--- src/rtl/tdm_fmt_pkg.sv ---
package tdm_fmt_pkg;

    localparam int SLOT_W    = 32;
    localparam int SAMPLE_W  = 24;
    localparam int SUB_MAX   = 4;
    localparam int PAIR_BITS = 2 * SLOT_W;
    localparam int FRAME_MAX = SUB_MAX * PAIR_BITS;
    localparam int CNT_W     = $clog2(FRAME_MAX);
    localparam int POS_W     = $clog2(PAIR_BITS);
    localparam int BIT_W     = $clog2(SLOT_W);
    localparam int SEL_W     = $clog2(SUB_MAX);

    typedef enum logic [1:0] {
        SPD_NORMAL   = 2'b00,
        SPD_DOUBLE   = 2'b01,
        SPD_QUAD     = 2'b10,
        SPD_QUAD_ALT = 2'b11
    } spd_mode_e;

    typedef struct packed {
        logic [SAMPLE_W-1:0] left;
        logic [SAMPLE_W-1:0] right;
    } pair_t;

    typedef struct packed {
        spd_mode_e          mode;
        logic [SEL_W-1:0]   sel;
    } frame_cfg_t;

    // Last bit index of a frame for a given mode.
    function automatic logic [CNT_W-1:0] frame_last(spd_mode_e m);
        case (m)
            SPD_NORMAL: return CNT_W'(FRAME_MAX - 1);
            SPD_DOUBLE: return CNT_W'(FRAME_MAX / 2 - 1);
            default:    return CNT_W'(PAIR_BITS - 1);
        endcase
    endfunction

    // True while the frame position lies in this device's sub-frame.
    function automatic logic sub_hit(spd_mode_e m, logic [CNT_W-1:0] c,
                                     logic [SEL_W-1:0] s);
        case (m)
            SPD_NORMAL: return c[CNT_W-1:POS_W] == s;
            SPD_DOUBLE: return c[POS_W] == s[0];
            default:    return 1'b1;
        endcase
    endfunction

endpackage

--- src/rtl/tdm_frame_timer.sv ---
module tdm_frame_timer
    import tdm_fmt_pkg::*;
(
    input  logic                 clk,
    input  logic                 rst,
    input  spd_mode_e            mode_in,
    input  logic [SEL_W-1:0]     sel_in,
    output logic [CNT_W-1:0]     cnt,
    output logic                 wrap,
    output frame_cfg_t           cfg
);

    assign wrap = (cnt == frame_last(cfg.mode));

    always_ff @(posedge clk) begin
        if (rst) begin
            // Parked on the last bit so the first edge after reset starts a frame
            cnt      <= CNT_W'(FRAME_MAX - 1);
            cfg.mode <= SPD_NORMAL;
            cfg.sel  <= '0;
        end else if (wrap) begin
            cnt      <= '0;
            cfg.mode <= mode_in;
            cfg.sel  <= sel_in;
        end else begin
            cnt      <= cnt + 1'b1;
        end
    end

endmodule

--- src/rtl/tdm_pair_latch.sv ---
module tdm_pair_latch
    import tdm_fmt_pkg::*;
(
    input  logic   clk,
    input  logic   rst,
    input  logic   smp_valid,
    input  pair_t  smp_in,
    input  logic   load,
    output pair_t  act
);

    pair_t hold;

    always_ff @(posedge clk) begin
        if (rst) begin
            hold <= '0;
            act  <= '0;
        end else begin
            if (smp_valid)
                hold <= smp_in;
            if (load)
                act <= smp_valid ? smp_in : hold;
        end
    end

endmodule

--- src/rtl/tdm_slot_serializer.sv ---
module tdm_slot_serializer
    import tdm_fmt_pkg::*;
(
    input  logic [CNT_W-1:0] cnt,
    input  frame_cfg_t       cfg,
    input  pair_t            act,
    output logic             lrck,
    output logic             sdata,
    output logic             oe
);

    localparam int PAD_W = SLOT_W - SAMPLE_W;

    logic [POS_W-1:0]    pos;
    logic [BIT_W-1:0]    bidx;
    logic [BIT_W-1:0]    ridx;
    logic [SAMPLE_W-1:0] word;
    logic [SLOT_W-1:0]   slot_vec;

    assign pos  = cnt[POS_W-1:0];
    assign bidx = pos[BIT_W-1:0];
    assign ridx = BIT_W'(SLOT_W - 1) - bidx;
    assign word = pos[POS_W-1] ? act.right : act.left;

    generate
        if (PAD_W > 0) begin : g_pad
            assign slot_vec = {word, {PAD_W{1'b0}}};
        end else begin : g_full
            assign slot_vec = word[SAMPLE_W-1 -: SLOT_W];
        end
    endgenerate

    assign oe    = sub_hit(cfg.mode, cnt, cfg.sel);
    assign sdata = oe & slot_vec[ridx];
    assign lrck  = (cnt == '0);

endmodule

--- src/rtl/tdm_fmt_top.sv ---
module tdm_fmt_top
    import tdm_fmt_pkg::*;
(
    input  logic        clk,
    input  logic        rst,
    input  logic [1:0]  spd_mode,
    input  logic [1:0]  sub_sel,
    input  logic        smp_valid,
    input  logic [23:0] smp_left,
    input  logic [23:0] smp_right,
    output logic        frm_clk,
    output logic        sdata,
    output logic        sdata_oe
);

    logic [CNT_W-1:0] bit_cnt;
    logic             frame_wrap;
    frame_cfg_t       cfg;
    pair_t            in_pair;
    pair_t            act_pair;
    logic [1:0]       cur_mode;

    assign in_pair.left  = smp_left;
    assign in_pair.right = smp_right;
    assign cur_mode      = cfg.mode;

    tdm_frame_timer u_timer (
        .clk     (clk),
        .rst     (rst),
        .mode_in (spd_mode_e'(spd_mode)),
        .sel_in  (sub_sel),
        .cnt     (bit_cnt),
        .wrap    (frame_wrap),
        .cfg     (cfg)
    );

    tdm_pair_latch u_latch (
        .clk       (clk),
        .rst       (rst),
        .smp_valid (smp_valid),
        .smp_in    (in_pair),
        .load      (frame_wrap),
        .act       (act_pair)
    );

    tdm_slot_serializer u_ser (
        .cnt   (bit_cnt),
        .cfg   (cfg),
        .act   (act_pair),
        .lrck  (frm_clk),
        .sdata (sdata),
        .oe    (sdata_oe)
    );

endmodule

--- config.mk ---
export PLATFORM = sky130hd
export DESIGN_NAME = tdm_fmt_top
export DESIGN_NICKNAME = d
export VERILOG_FILES = /design/src/rtl/tdm_fmt_pkg.sv /design/src/rtl/tdm_frame_timer.sv /design/src/rtl/tdm_pair_latch.sv /design/src/rtl/tdm_slot_serializer.sv /design/src/rtl/tdm_fmt_top.sv
export SDC_FILE = /design/constraint.sdc
export NUM_CORES = 1
export LEC_CHECK = 0
export BUFFER_PORTS_ARGS = -buffer_cell sky130_fd_sc_hd__buf_4
export CAP_MARGIN = 15
export CORE_MARGIN = 2
export CORE_UTILIZATION = 50
export CTS_CLUSTER_DIAMETER = 40
export DETAILED_ROUTE_END_ITERATION = 7
export GPL_TIMING_DRIVEN = 0
export HOLD_SLACK_MARGIN = 0.12
export PLACE_DENSITY = 0.71
export SLEW_MARGIN = 20
export SYNTH_ARGS = -nofsm -noshare
export SYNTH_HDL_FRONTEND = slang
export SYNTH_SLANG_ARGS = --single-unit
--- constraint.sdc ---
create_clock -name clk -period 2.4 [get_ports clk]
set_input_delay 0.36 -clock clk [delete_from_list [all_inputs] [get_ports clk]]
set_output_delay 0.36 -clock clk [all_outputs]
set_load 0.02 [all_outputs]
==> flow_results.xml, run 1 <==
<?xml version="1.0" encoding="UTF-8"?>
<metrics>
  <group name="run_status">
    <metric name="outcome" unit="">finished with violations</metric>
    <metric name="violations" unit="">setup timing</metric>
  </group>
  <group name="flow_run">
    <metric name="timing.max_cap.violations" unit="">0</metric>
  </group>
  <group name="drt">
    <metric name="routed_wirelength" unit="um">9410</metric>
    <metric name="ant_nets" unit="">0</metric>
    <metric name="detailroute.via_count" unit="">3230</metric>
    <metric name="detailed_route_iter0_violations" unit="">135</metric>
    <metric name="drtPass1Iterations" unit="">6</metric>
    <metric name="detail_routed_via_count_per_cell" unit="">5.49</metric>
    <metric name="post-route-drc-count" unit="">0</metric>
    <metric name="wl_per_cell" unit="um">16.0</metric>
  </group>
  <group name="clocking">
    <metric name="insertion_delay" unit="ns">0.36</metric>
    <metric name="numClockSinks" unit="">108</metric>
    <metric name="total_cts_buffers" unit="">9</metric>
    <metric name="tritoncts" unit="">built</metric>
    <metric name="cts_htree_levels" unit="">3</metric>
    <metric name="clk_transition_reported_paths" unit="ns">0.09</metric>
    <metric name="cts-root-buf" unit="">sky130_fd_sc_hd__clkbuf_8</metric>
    <metric name="clockBufferDepth" unit="">2</metric>
  </group>
  <group name="logic_synthesis">
    <metric name="proportion_of_netlist_area_held_by_the_largest_area_contributor" unit="%">50.3</metric>
    <metric name="syn-num-nets" unit="">467</metric>
    <metric name="synth.yosys.seq_area_share" unit="%">50.3</metric>
    <metric name="area_of_the_mapped_netlist" unit="um^2">4300</metric>
    <metric name="yosys_reg_bits" unit="">108</metric>
    <metric name="ys_warn_count" unit="">0</metric>
    <metric name="synth.top_cells.by_area" unit="">sky130_fd_sc_hd__dfxtp_1 50%, sky130_fd_sc_hd__mux2i_1 13%, sky130_fd_sc_hd__nor2_1 9.4%</metric>
    <metric name="synthesis.area_per_instance" unit="um^2">10.5</metric>
    <metric name="ys_types" unit="">34</metric>
    <metric name="synthCells" unit="">410</metric>
    <metric name="yosysTopAreaCell" unit="">sky130_fd_sc_hd__dfxtp_1</metric>
  </group>
  <group name="die">
    <metric name="fp.dieW" unit="um">96.7</metric>
    <metric name="core_region_area" unit="um^2">8260</metric>
    <metric name="die_height" unit="um">96.7</metric>
    <metric name="start_util" unit="%">52.0</metric>
    <metric name="row_count" unit="">33</metric>
    <metric name="fp.dieArea" unit="um^2">9350</metric>
    <metric name="floorplan.io_pins" unit="">58</metric>
  </group>
  <group name="timing">
    <metric name="grt_setup_unrepaired" unit="">yes</metric>
    <metric name="max_freq" unit="MHz">396</metric>
    <metric name="timing_worst_slew_pin_value" unit="ns">0.721</metric>
    <metric name="maxSlewHeadroom" unit="%">51.9</metric>
    <metric name="finalSetupViolCount" unit="">1</metric>
    <metric name="timing_max_transition_violations_final" unit="">0</metric>
    <metric name="hold_ws" unit="ns">0.242</metric>
    <metric name="final_period_demand_of_the_worst_path" unit="ns">2.53</metric>
    <metric name="final-hold-violation-count" unit="">0</metric>
    <metric name="timing.final.crit_share" unit="%">105</metric>
    <metric name="timing.clock.skew" unit="ns">0.00664</metric>
    <metric name="setup_ws" unit="ns">-0.125</metric>
  </group>
  <group name="global_route">
    <metric name="grt_use_total" unit="%">20.8</metric>
    <metric name="first_global_vias" unit="">3360</metric>
    <metric name="largest_net_degree_at_the_start_of_global_routing" unit="">17</metric>
    <metric name="grt_antenna_before_repair" unit="">0</metric>
    <metric name="grt.met1_usage" unit="%">26.0</metric>
    <metric name="met3_layer_usage_reported_by_global_route" unit="%">2.82</metric>
    <metric name="grt_pass1_wl" unit="um">15900</metric>
    <metric name="grt.busiest_layer" unit="">met2</metric>
    <metric name="grt-ovfl-total" unit="">0</metric>
    <metric name="grtUsageMet2" unit="%">37.1</metric>
  </group>
  <group name="placement">
    <metric name="buffer_ports.inserted" unit="">55</metric>
    <metric name="place.detailed.instances" unit="">570</metric>
    <metric name="dp_hpwl" unit="um">7150</metric>
    <metric name="final_weighted_congestion_in_routability_driven_placement" unit="">0.918</metric>
  </group>
  <group name="worst_setup_path">
    <metric name="longest_individual_stage_delay_on_the_worst_path" unit="ns">0.50</metric>
    <metric name="critical_path_arrival" unit="ns">2.17</metric>
    <metric name="worstSetupStartpoint" unit="">u_timer.cnt[5]$_SDFF_PP1_</metric>
    <metric name="critical-path-slowest-cell" unit="">sky130_fd_sc_hd__mux4_2</metric>
    <metric name="startpoint_type" unit="">flip-flop</metric>
    <metric name="critical_path.max_fanout" unit="">7</metric>
    <metric name="cp-end-kind" unit="">output port</metric>
    <metric name="timing.critical_path.depth" unit="">6</metric>
    <metric name="cp_top_family" unit="">multiplexers</metric>
    <metric name="ff2ff_path_depth" unit="">7</metric>
    <metric name="worstPathBufferInverterCount" unit="">2</metric>
    <metric name="setup.worst_path.class" unit="">reg2out</metric>
    <metric name="crit_chain" unit="">buf_8 -&gt; mux4_2 -&gt; mux4_2 -&gt; nand4b_1 -&gt; nand3_2 -&gt; buf_6</metric>
    <metric name="worst_r2r_startpoint" unit="">u_timer.cnt[0]$_SDFF_PP1_</metric>
    <metric name="critical_path.most_common_cell" unit="">sky130_fd_sc_hd__mux4_2</metric>
    <metric name="regToRegEndpoint" unit="">u_latch.act[6]$_SDFFE_PP0N_</metric>
    <metric name="r2r_setup_slk" unit="ns">0.25</metric>
    <metric name="worst_setup_path_endpoint" unit="">sdata</metric>
    <metric name="worst_ep_required_time" unit="ns">2.04</metric>
  </group>
  <group name="power_and_ir_drop">
    <metric name="irDropWorstVdd" unit="mV">0.559</metric>
    <metric name="power_density" unit="nW/um^2">1100</metric>
    <metric name="p_leak" unit="nW">2.16</metric>
  </group>
  <group name="layout">
    <metric name="finish.net_count" unit="">536</metric>
    <metric name="fin_util" unit="%">61.5</metric>
    <metric name="fill_cells" unit="">740</metric>
    <metric name="post_route_cells_drive_above_1_share" unit="%">22.6</metric>
    <metric name="areaGrowthSynthToFinish" unit="%">18.2</metric>
    <metric name="final_cell_count_without_fillers" unit="">588</metric>
    <metric name="antenna-diode-count" unit="">0</metric>
    <metric name="layout.cells.most_common" unit="">sky130_fd_sc_hd__nor2_1</metric>
    <metric name="mostFrequentLayoutCells" unit="">107 x sky130_fd_sc_hd__nor2_1, 106 x sky130_fd_sc_hd__dfxtp_1, 57 x sky130_fd_sc_hd__buf_4, 54 x sky130_fd_sc_hd__mux2i_1, 48 x sky130_fd_sc_hd__a211oi_1</metric>
  </group>
  <group name="worst_hold_path">
    <metric name="min_path_cells" unit="">3</metric>
    <metric name="worst_min_path_class" unit="">in2reg</metric>
  </group>
</metrics>
worst min-delay path, stage by stage:
cell and delay (ns):
sky130_fd_sc_hd__buf_4 0.08, sky130_fd_sc_hd__mux2i_1 0.06, sky130_fd_sc_hd__nor2_1 0.07
worst min path at each step:
stage                                     start                          end  slack (ns)
finish                              spd_mode[0]  u_timer.cfg[2]$_SDFFE_PP0N_        0.24
global route                         sub_sel[0]  u_timer.cfg[0]$_SDFFE_PP0N_        0.26
CTS                                 spd_mode[1]  u_timer.cfg[3]$_SDFFE_PP0N_        0.24
detailed placement  u_latch.hold[27]$_SDFF_PP0_  u_latch.hold[27]$_SDFF_PP0_        0.48
global placement    u_latch.hold[10]$_SDFF_PP0_  u_latch.hold[10]$_SDFF_PP0_        0.47
floorplan           u_latch.hold[10]$_SDFF_PP0_  u_latch.hold[10]$_SDFF_PP0_        0.46
cells in the mapped netlist, drive strengths merged:
master,n
buf,18
mux4,12
a21o,6
a21oi,1
nand4b,2
dfxtp,108
o21ai,1
o311ai,1
a2111oi,1
nand2,3
nor2b,1
ha,2
nor3b,1
nand2b,3
nor2,108
nand3,4
a211o,1
nor3,3
o31a,1
and4,1
o2111ai,1
and3,2
bufbuf,1
nand3b,1
xnor2,6
a211oi,48
xor2,2
mux2i,54
inv,2
clkbuf,15
per-layer routing:
| metal | share of wire, % | vias up | routed length (um) |
|---|---|---|---|
| met5 | 0 | - | 0 |
| met2 | 51 | 85 | 4760 |
| met4 | 1.4 | 0 | 134 |
| met1 | 44 | 1559 | 4130 |
| met3 | 4.1 | 12 | 383 |
| li1 | - | 1574 | - |
repair_timing:
item,4_1_cts,5_1_grt
gates resized for setup,9,11
pin swaps,2,2
buffers inserted,2,1
hold buffers,0,0
endpoints found under the setup margin,1,1
kinds of logic (layout without fill, tap and decap cells):
family / Yosys count / in the layout / share of synthesized area, %
simple gates: 129 / 129 / 12.3
fa+ha+maj: 2 / 2 / 0.582
buf+inv: 36 / 109 / 4.98
xor+xnor: 8 / 8 / 1.63
flops: 108 / 108 / 50.3
compound gates: 61 / 61 / 10.8
mux: 66 / 66 / 19.4
state kept, by name, summed over array words and instances (netlist names):
signal,count
u_latch.act,48
u_latch.hold,48
u_timer.cnt,8
u_timer.cfg,4
layout make-up:
type | instances | area (um^2) | share of cell area, %
Sequential cell | 108 | 2160 | 42.6
Multi-Input combinational cell | 266 | 1960 | 38.6
Timing Repair Buffer | 58 | 439 | 8.64
Buffer | 34 | 219 | 4.31
Clock buffer | 11 | 131 | 2.59
Tap cell | 105 | 131 | 2.59
Clock inverter | 4 | 27.5 | 0.542
Inverter | 2 | 7.51 | 0.148
power by group:
part | switching (mW) | internal (mW)
Sequential | 0.311 | 2.25
Clock | 0.584 | 0.371
Combinational | 1.04 | 1.01
Total | 1.93 | 3.64
per-stage QoR:
step	setup WS (ns)	total power [mW]	instance area, um^2	setup TNS, ns
detailed placement	0.0853	4.50	4840	0
finish	-0.125	5.57	5080	-0.125
global route	-0.231	5.93	5080	-0.231
global placement	0.176	4.41	4840	0
CTS	-0.140	5.49	5020	-0.140
floorplan	0.338	3.96	4300	0
Note: power is estimated with default switching activity, not from simulation.
==> run 2: changes to the inputs <==
--- a/config.mk
+++ b/config.mk
@@ -11,7 +11,6 @@
 export CORE_UTILIZATION = 50
 export CTS_CLUSTER_DIAMETER = 40
 export DETAILED_ROUTE_END_ITERATION = 7
-export GPL_TIMING_DRIVEN = 0
 export HOLD_SLACK_MARGIN = 0.12
 export PLACE_DENSITY = 0.71
 export SLEW_MARGIN = 20
==> flow_results.xml, run 2 (synthesis results as in run 1) <==
<?xml version="1.0" encoding="UTF-8"?>
<metrics>
  <group name="die">
    <metric name="floorplan.io_pins" unit="">58</metric>
    <metric name="fp.dieArea" unit="um^2">9350</metric>
    <metric name="start_util" unit="%">52.0</metric>
    <metric name="fp.dieW" unit="um">96.7</metric>
    <metric name="die_height" unit="um">96.7</metric>
    <metric name="row_count" unit="">33</metric>
    <metric name="core_region_area" unit="um^2">8260</metric>
  </group>
  <group name="drt">
    <metric name="routed_wirelength" unit="um">8290</metric>
    <metric name="detailed_route_iter0_violations" unit="">119</metric>
    <metric name="ant_nets" unit="">0</metric>
    <metric name="wl_per_cell" unit="um">14.8</metric>
    <metric name="detail_routed_via_count_per_cell" unit="">5.35</metric>
    <metric name="detailroute.via_count" unit="">3002</metric>
    <metric name="post-route-drc-count" unit="">0</metric>
    <metric name="drtPass1Iterations" unit="">4</metric>
  </group>
  <group name="clocking">
    <metric name="clk_transition_reported_paths" unit="ns">0.09</metric>
    <metric name="tritoncts" unit="">built</metric>
    <metric name="total_cts_buffers" unit="">9</metric>
    <metric name="cts-root-buf" unit="">sky130_fd_sc_hd__clkbuf_8</metric>
    <metric name="cts_htree_levels" unit="">3</metric>
    <metric name="numClockSinks" unit="">108</metric>
    <metric name="cts_hold_repair_buffers" unit="">0</metric>
    <metric name="insertion_delay" unit="ns">0.36</metric>
    <metric name="clockBufferDepth" unit="">2</metric>
  </group>
  <group name="timing">
    <metric name="fin_tns_setup" unit="ns">-0.143</metric>
    <metric name="final-hold-violation-count" unit="">0</metric>
    <metric name="setup_ws" unit="ns">-0.143</metric>
    <metric name="timing_worst_slew_pin_value" unit="ns">0.633</metric>
    <metric name="timing.final.crit_share" unit="%">106</metric>
    <metric name="finalSetupViolCount" unit="">1</metric>
    <metric name="max_freq" unit="MHz">393</metric>
    <metric name="timing_max_transition_violations_final" unit="">0</metric>
    <metric name="maxSlewHeadroom" unit="%">57.8</metric>
    <metric name="final_period_demand_of_the_worst_path" unit="ns">2.54</metric>
    <metric name="timing.clock.skew" unit="ns">0.00930</metric>
    <metric name="grt_setup_unrepaired" unit="">yes</metric>
  </group>
  <group name="run_status">
    <metric name="outcome" unit="">finished with violations</metric>
    <metric name="violations" unit="">setup timing</metric>
  </group>
  <group name="placement">
    <metric name="dp_hpwl" unit="um">5850</metric>
    <metric name="final_weighted_congestion_in_routability_driven_placement" unit="">0.921</metric>
    <metric name="buffer_ports.inserted" unit="">57</metric>
  </group>
  <group name="worst_setup_path">
    <metric name="critical_path_arrival" unit="ns">2.18</metric>
    <metric name="cp_top_family" unit="">multiplexers</metric>
    <metric name="worstPathBufferInverterCount" unit="">2</metric>
    <metric name="setup.worst_path.class" unit="">reg2out</metric>
    <metric name="critical_path.max_fanout" unit="">6</metric>
    <metric name="critical_path.most_common_cell" unit="">sky130_fd_sc_hd__mux4_2</metric>
    <metric name="startpoint_type" unit="">flip-flop</metric>
    <metric name="cp-end-kind" unit="">output port</metric>
    <metric name="longest_individual_stage_delay_on_the_worst_path" unit="ns">0.49</metric>
    <metric name="worst_ep_required_time" unit="ns">2.04</metric>
    <metric name="crit_chain" unit="">buf_4 -&gt; mux4_2 -&gt; mux4_2 -&gt; nand4b_1 -&gt; nand3_2 -&gt; buf_6</metric>
    <metric name="critical-path-slowest-cell" unit="">sky130_fd_sc_hd__mux4_2</metric>
  </group>
  <group name="layout">
    <metric name="top_regs" unit="">u_latch.act x48, u_latch.hold x48, u_timer.cnt x8</metric>
    <metric name="antenna-diode-count" unit="">0</metric>
    <metric name="layout.cells.most_common" unit="">sky130_fd_sc_hd__nor2_1</metric>
    <metric name="mostFrequentLayoutCells" unit="">108 x sky130_fd_sc_hd__nor2_1, 106 x sky130_fd_sc_hd__dfxtp_1, 62 x sky130_fd_sc_hd__buf_4, 54 x sky130_fd_sc_hd__mux2i_1, 48 x sky130_fd_sc_hd__a211oi_1</metric>
    <metric name="fill_cells" unit="">725</metric>
    <metric name="areaGrowthSynthToFinish" unit="%">16.2</metric>
    <metric name="post_route_cells_drive_above_1_share" unit="%">21.3</metric>
    <metric name="finish.net_count" unit="">511</metric>
  </group>
  <group name="global_route">
    <metric name="grt_antenna_before_repair" unit="">0</metric>
    <metric name="grt-ovfl-total" unit="">0</metric>
    <metric name="grt_use_total" unit="%">18.3</metric>
    <metric name="first_global_vias" unit="">2903</metric>
    <metric name="grt_pass1_wl" unit="um">13900</metric>
    <metric name="largest_net_degree_at_the_start_of_global_routing" unit="">61</metric>
  </group>
  <group name="power_and_ir_drop">
    <metric name="power_density" unit="nW/um^2">1100</metric>
    <metric name="p_leak" unit="nW">2.10</metric>
    <metric name="irDropWorstVdd" unit="mV">0.577</metric>
    <metric name="design_power_total" unit="mW">5.50</metric>
  </group>
  <group name="worst_hold_path">
    <metric name="worst_min_path_class" unit="">in2reg</metric>
  </group>
  <group name="flow_run">
    <metric name="timing.max_cap.violations" unit="">0</metric>
  </group>
</metrics>
-- run 2: cell types whose count changed in the layout (fill, tap and decap cells not counted), sizes merged --
cell / previous run / this run
clkbuf: 26 / 10
buf: 76 / 67
clkinvlp: 3 / 0
bufinv: 0 / 2
bufbuf: 1 / 0
-- run 2: cell type report --
cell class / instances / area (um^2) / share of cell area [%]
Clock inverter: 3 / 65.1 / 1.30
Inverter: 2 / 7.51 / 0.150
Sequential cell: 108 / 2170 / 43.4
Timing Repair Buffer: 67 / 557 / 11.1
Multi-Input combinational cell: 266 / 1940 / 38.8
Clock buffer: 10 / 128 / 2.55
Tap cell: 105 / 131 / 2.63
-- run 2: through the flow --
stage          hold WS (ns)  setup slack [ns]  util [%]  cells  area (um^2)
3_5_place_dp          0.478             0.122      57.7    545         4760
3_3_place_gp          0.471             0.187      57.7    545         4760
5_1_grt               0.241            -0.205      60.5    561         5000
4_1_cts               0.225           -0.0869      60.2    558         4970
6_report              0.228            -0.143      60.5    561         5000
2_1_floorplan         0.456             0.338         -    410         4300
-- run 2: worst paths after layout --
kind,startpoint,end,slack [ns],depth (start not counted)
min,spd_mode[0],u_timer.cfg[2]$_SDFFE_PP0N_,0.23,3
max,u_timer.cnt[5]$_SDFF_PP1_,sdata,-0.14,6
min reg2reg,u_latch.hold[42]$_SDFF_PP0_,u_latch.hold[42]$_SDFF_PP0_,0.49,2
max reg2reg,u_timer.cnt[1]$_SDFF_PP1_,u_latch.act[39]$_SDFFE_PP0N_,0.33,7
-- run 2: worst reg2reg max path: cells and delay by family, from the launching register on --
kind                       cells  cell delay [ns]
AOI/OAI and AO/OA              2             0.48
adders and majority gates      1             0.25
buffers and inverters          1             0.22
DFF                            1             0.55
and+or+nand+nor                3             0.48
-- run 2: report_power, final --
| group | leakage, nW | internal (mW) | switching [mW] |
|---|---|---|---|
| registers | 0.888 | 2.26 | 0.371 |
| logic | 1.12 | 0.901 | 0.858 |
| clock network | 0.0981 | 0.570 | 0.549 |
| total | 2.10 | 3.73 | 1.78 |
-- run 2: metal layers --
layer / global-route usage [%] / wire length [um] / up-vias
met2: 30.8 / 4020 / 51
li1: - / - / 1524
met4: 6.83 / 155 / 0
met1: 23.3 / 3840 / 1417
met3: 3.68 / 270 / 10
met5: 0 / 0 / -
-- run 2: timing repair --
item,CTS,global route
hold endpoints to repair,0,0
pin swaps,0,2
setup buffers,0,3
gates resized for setup,12,2
setup endpoints to repair,1,1
==> run 3: changes to the inputs <==
--- a/config.mk
+++ b/config.mk
@@ -13,6 +13,7 @@
 export DETAILED_ROUTE_END_ITERATION = 7
 export HOLD_SLACK_MARGIN = 0.12
 export PLACE_DENSITY = 0.71
+export SETUP_SLACK_MARGIN = 0.2
 export SLEW_MARGIN = 20
 export SYNTH_ARGS = -nofsm -noshare
 export SYNTH_HDL_FRONTEND = slang
==> flow_results.xml, run 3 (synthesis results as in run 1) <==
<?xml version="1.0" encoding="UTF-8"?>
<metrics>
  <group name="run_status">
    <metric name="outcome" unit="">finished with violations</metric>
    <metric name="violations" unit="">setup timing</metric>
  </group>
  <group name="power_and_ir_drop">
    <metric name="irDropWorstVdd" unit="mV">0.576</metric>
    <metric name="power_density" unit="nW/um^2">1100</metric>
    <metric name="p_leak" unit="nW">2.10</metric>
    <metric name="design_power_total" unit="mW">5.51</metric>
  </group>
  <group name="global_route">
    <metric name="grt-ovfl-total" unit="">0</metric>
    <metric name="grt_antenna_before_repair" unit="">0</metric>
    <metric name="first_global_vias" unit="">2903</metric>
    <metric name="grt_use_total" unit="%">18.3</metric>
    <metric name="largest_net_degree_at_the_start_of_global_routing" unit="">61</metric>
    <metric name="grt_pass1_wl" unit="um">13900</metric>
  </group>
  <group name="layout">
    <metric name="finish.net_count" unit="">511</metric>
    <metric name="mostFrequentLayoutCells" unit="">108 x sky130_fd_sc_hd__nor2_1, 105 x sky130_fd_sc_hd__dfxtp_1, 62 x sky130_fd_sc_hd__buf_4, 54 x sky130_fd_sc_hd__mux2i_1, 48 x sky130_fd_sc_hd__a211oi_1</metric>
    <metric name="top_regs" unit="">u_latch.act x48, u_latch.hold x48, u_timer.cnt x8</metric>
    <metric name="design_area" unit="um^2">5000</metric>
    <metric name="areaGrowthSynthToFinish" unit="%">16.3</metric>
    <metric name="post_route_cells_drive_above_1_share" unit="%">21.5</metric>
    <metric name="antenna-diode-count" unit="">0</metric>
    <metric name="layout.cells.most_common" unit="">sky130_fd_sc_hd__nor2_1</metric>
  </group>
  <group name="die">
    <metric name="core_region_area" unit="um^2">8260</metric>
    <metric name="row_count" unit="">33</metric>
    <metric name="fp.dieW" unit="um">96.7</metric>
    <metric name="start_util" unit="%">52.0</metric>
    <metric name="fp.dieArea" unit="um^2">9350</metric>
    <metric name="die_height" unit="um">96.7</metric>
    <metric name="floorplan.io_pins" unit="">58</metric>
  </group>
  <group name="timing">
    <metric name="timing_worst_slew_pin_value" unit="ns">0.633</metric>
    <metric name="timing.clock.skew" unit="ns">0.00930</metric>
    <metric name="timing.final.crit_share" unit="%">106</metric>
    <metric name="grt_setup_unrepaired" unit="">yes</metric>
    <metric name="timing_max_transition_violations_final" unit="">0</metric>
    <metric name="max_freq" unit="MHz">394</metric>
    <metric name="fin_tns_setup" unit="ns">-0.141</metric>
    <metric name="final_period_demand_of_the_worst_path" unit="ns">2.54</metric>
    <metric name="finalSetupViolCount" unit="">1</metric>
    <metric name="maxSlewHeadroom" unit="%">57.8</metric>
    <metric name="final-hold-violation-count" unit="">0</metric>
    <metric name="setup_ws" unit="ns">-0.141</metric>
    <metric name="hold_ws" unit="ns">0.228</metric>
  </group>
  <group name="placement">
    <metric name="dp_hpwl" unit="um">5850</metric>
    <metric name="placed_area" unit="um^2">4760</metric>
    <metric name="final_weighted_congestion_in_routability_driven_placement" unit="">0.921</metric>
    <metric name="buffer_ports.inserted" unit="">57</metric>
  </group>
  <group name="worst_setup_path">
    <metric name="worst_ep_required_time" unit="ns">2.04</metric>
    <metric name="setup.worst_path.class" unit="">reg2out</metric>
    <metric name="critical_path.max_fanout" unit="">6</metric>
    <metric name="critical_path_arrival" unit="ns">2.18</metric>
    <metric name="cp-end-kind" unit="">output port</metric>
    <metric name="ff2ff_path_depth" unit="">6</metric>
    <metric name="r2r_setup_slk" unit="ns">0.42</metric>
    <metric name="startpoint_type" unit="">flip-flop</metric>
    <metric name="worst_r2r_startpoint" unit="">u_timer.cnt[2]$_SDFF_PP1_</metric>
    <metric name="regToRegEndpoint" unit="">u_latch.act[39]$_SDFFE_PP0N_</metric>
  </group>
  <group name="clocking">
    <metric name="cts_hold_repair_buffers" unit="">0</metric>
    <metric name="insertion_delay" unit="ns">0.36</metric>
    <metric name="total_cts_buffers" unit="">9</metric>
    <metric name="cts_htree_levels" unit="">3</metric>
    <metric name="clk_transition_reported_paths" unit="ns">0.09</metric>
    <metric name="cts-root-buf" unit="">sky130_fd_sc_hd__clkbuf_8</metric>
    <metric name="numClockSinks" unit="">108</metric>
    <metric name="clockBufferDepth" unit="">2</metric>
    <metric name="tritoncts" unit="">built</metric>
  </group>
  <group name="drt">
    <metric name="detailroute.via_count" unit="">2994</metric>
    <metric name="ant_nets" unit="">0</metric>
    <metric name="detailed_route_iter0_violations" unit="">119</metric>
    <metric name="detail_routed_via_count_per_cell" unit="">5.34</metric>
    <metric name="drtPass1Iterations" unit="">4</metric>
    <metric name="routed_wirelength" unit="um">8280</metric>
    <metric name="post-route-drc-count" unit="">0</metric>
    <metric name="wl_per_cell" unit="um">14.8</metric>
  </group>
  <group name="worst_hold_path">
    <metric name="hold_start" unit="">spd_mode[0]</metric>
    <metric name="min_path_cells" unit="">3</metric>
    <metric name="holdPathEnd" unit="">u_timer.cfg[2]$_SDFFE_PP0N_</metric>
    <metric name="worst_min_path_class" unit="">in2reg</metric>
  </group>
  <group name="flow_run">
    <metric name="timing.max_cap.violations" unit="">0</metric>
  </group>
</metrics>
-- run 3: cell counts in the layout (fill, tap and decap cells not counted) --
Identical to the previous run, type by type.
-- run 3: stage by stage --
step	cells	util, %	worst slack [ns]
5_1_grt	561	60.5	-0.205
4_1_cts	558	60.2	-0.0869
2_1_floorplan	410	-	0.338
6_report	561	60.5	-0.141
3_3_place_gp	545	57.7	0.187
3_5_place_dp	545	57.7	0.122
-- run 3: final cells by class --
type | count | area (um^2)
clock buffers | 10 | 128
multi-input cells | 266 | 1940
inverters | 2 | 7.51
fillers | 724 | 3260
flip-flops and latches | 108 | 2170
repair buffers | 67 | 557
well taps | 105 | 131
clock inverters | 3 | 65.1
-- run 3: worst max-delay path by stage --
stage / end / startpoint / cells past startpoint / slack (ns)
after floorplan: sdata / u_timer.cnt[5]$_SDFF_PP1_ / 5 / 0.34
after global placement: sdata / u_timer.cnt[5]$_SDFF_PP1_ / 7 / 0.19
after detailed placement: sdata / u_timer.cnt[5]$_SDFF_PP1_ / 7 / 0.12
after CTS: sdata / u_timer.cnt[5]$_SDFF_PP1_ / 7 / -0.09
after global routing: sdata / u_timer.cnt[5]$_SDFF_PP1_ / 6 / -0.21
final: sdata / u_timer.cnt[5]$_SDFF_PP1_ / 6 / -0.14
-- run 3: where the power goes --
| group | switching (mW) | total, mW | internal [mW] | leakage (nW) |
|---|---|---|---|---|
| Combinational | 0.858 | 1.76 | 0.900 | 1.12 |
| Sequential | 0.371 | 2.63 | 2.26 | 0.888 |
| Clock | 0.549 | 1.12 | 0.570 | 0.0981 |
| Total | 1.78 | 5.51 | 3.73 | 2.10 |
-- run 3: metal layers --
| metal | part of all wire [%] | vias to the layer above | routed length [um] | global-route usage [%] |
|---|---|---|---|---|
| met5 | 0 | - | 0 | 0 |
| met4 | 1.9 | 0 | 155 | 6.83 |
| met3 | 3.2 | 10 | 263 | 3.68 |
| met2 | 49 | 47 | 4020 | 30.8 |
| met1 | 46 | 1413 | 3850 | 23.3 |
| li1 | - | 1524 | - | - |
-- run 3: worst max-delay path: stages (launching register included) --
cell and delay (ns):
sky130_fd_sc_hd__dfxtp_4 0.39, sky130_fd_sc_hd__buf_4 0.11, sky130_fd_sc_hd__mux4_2 0.49, sky130_fd_sc_hd__mux4_2 0.47, sky130_fd_sc_hd__nand4b_1 0.13, sky130_fd_sc_hd__nand3_2 0.09, sky130_fd_sc_hd__buf_6 0.15
-- run 3: repair_timing --
item | in CTS | in global routing
setup buffers | 0 | 3
endpoints found under the setup margin | 1 | 39
gates resized for setup | 12 | 4
pin swaps | 0 | 2
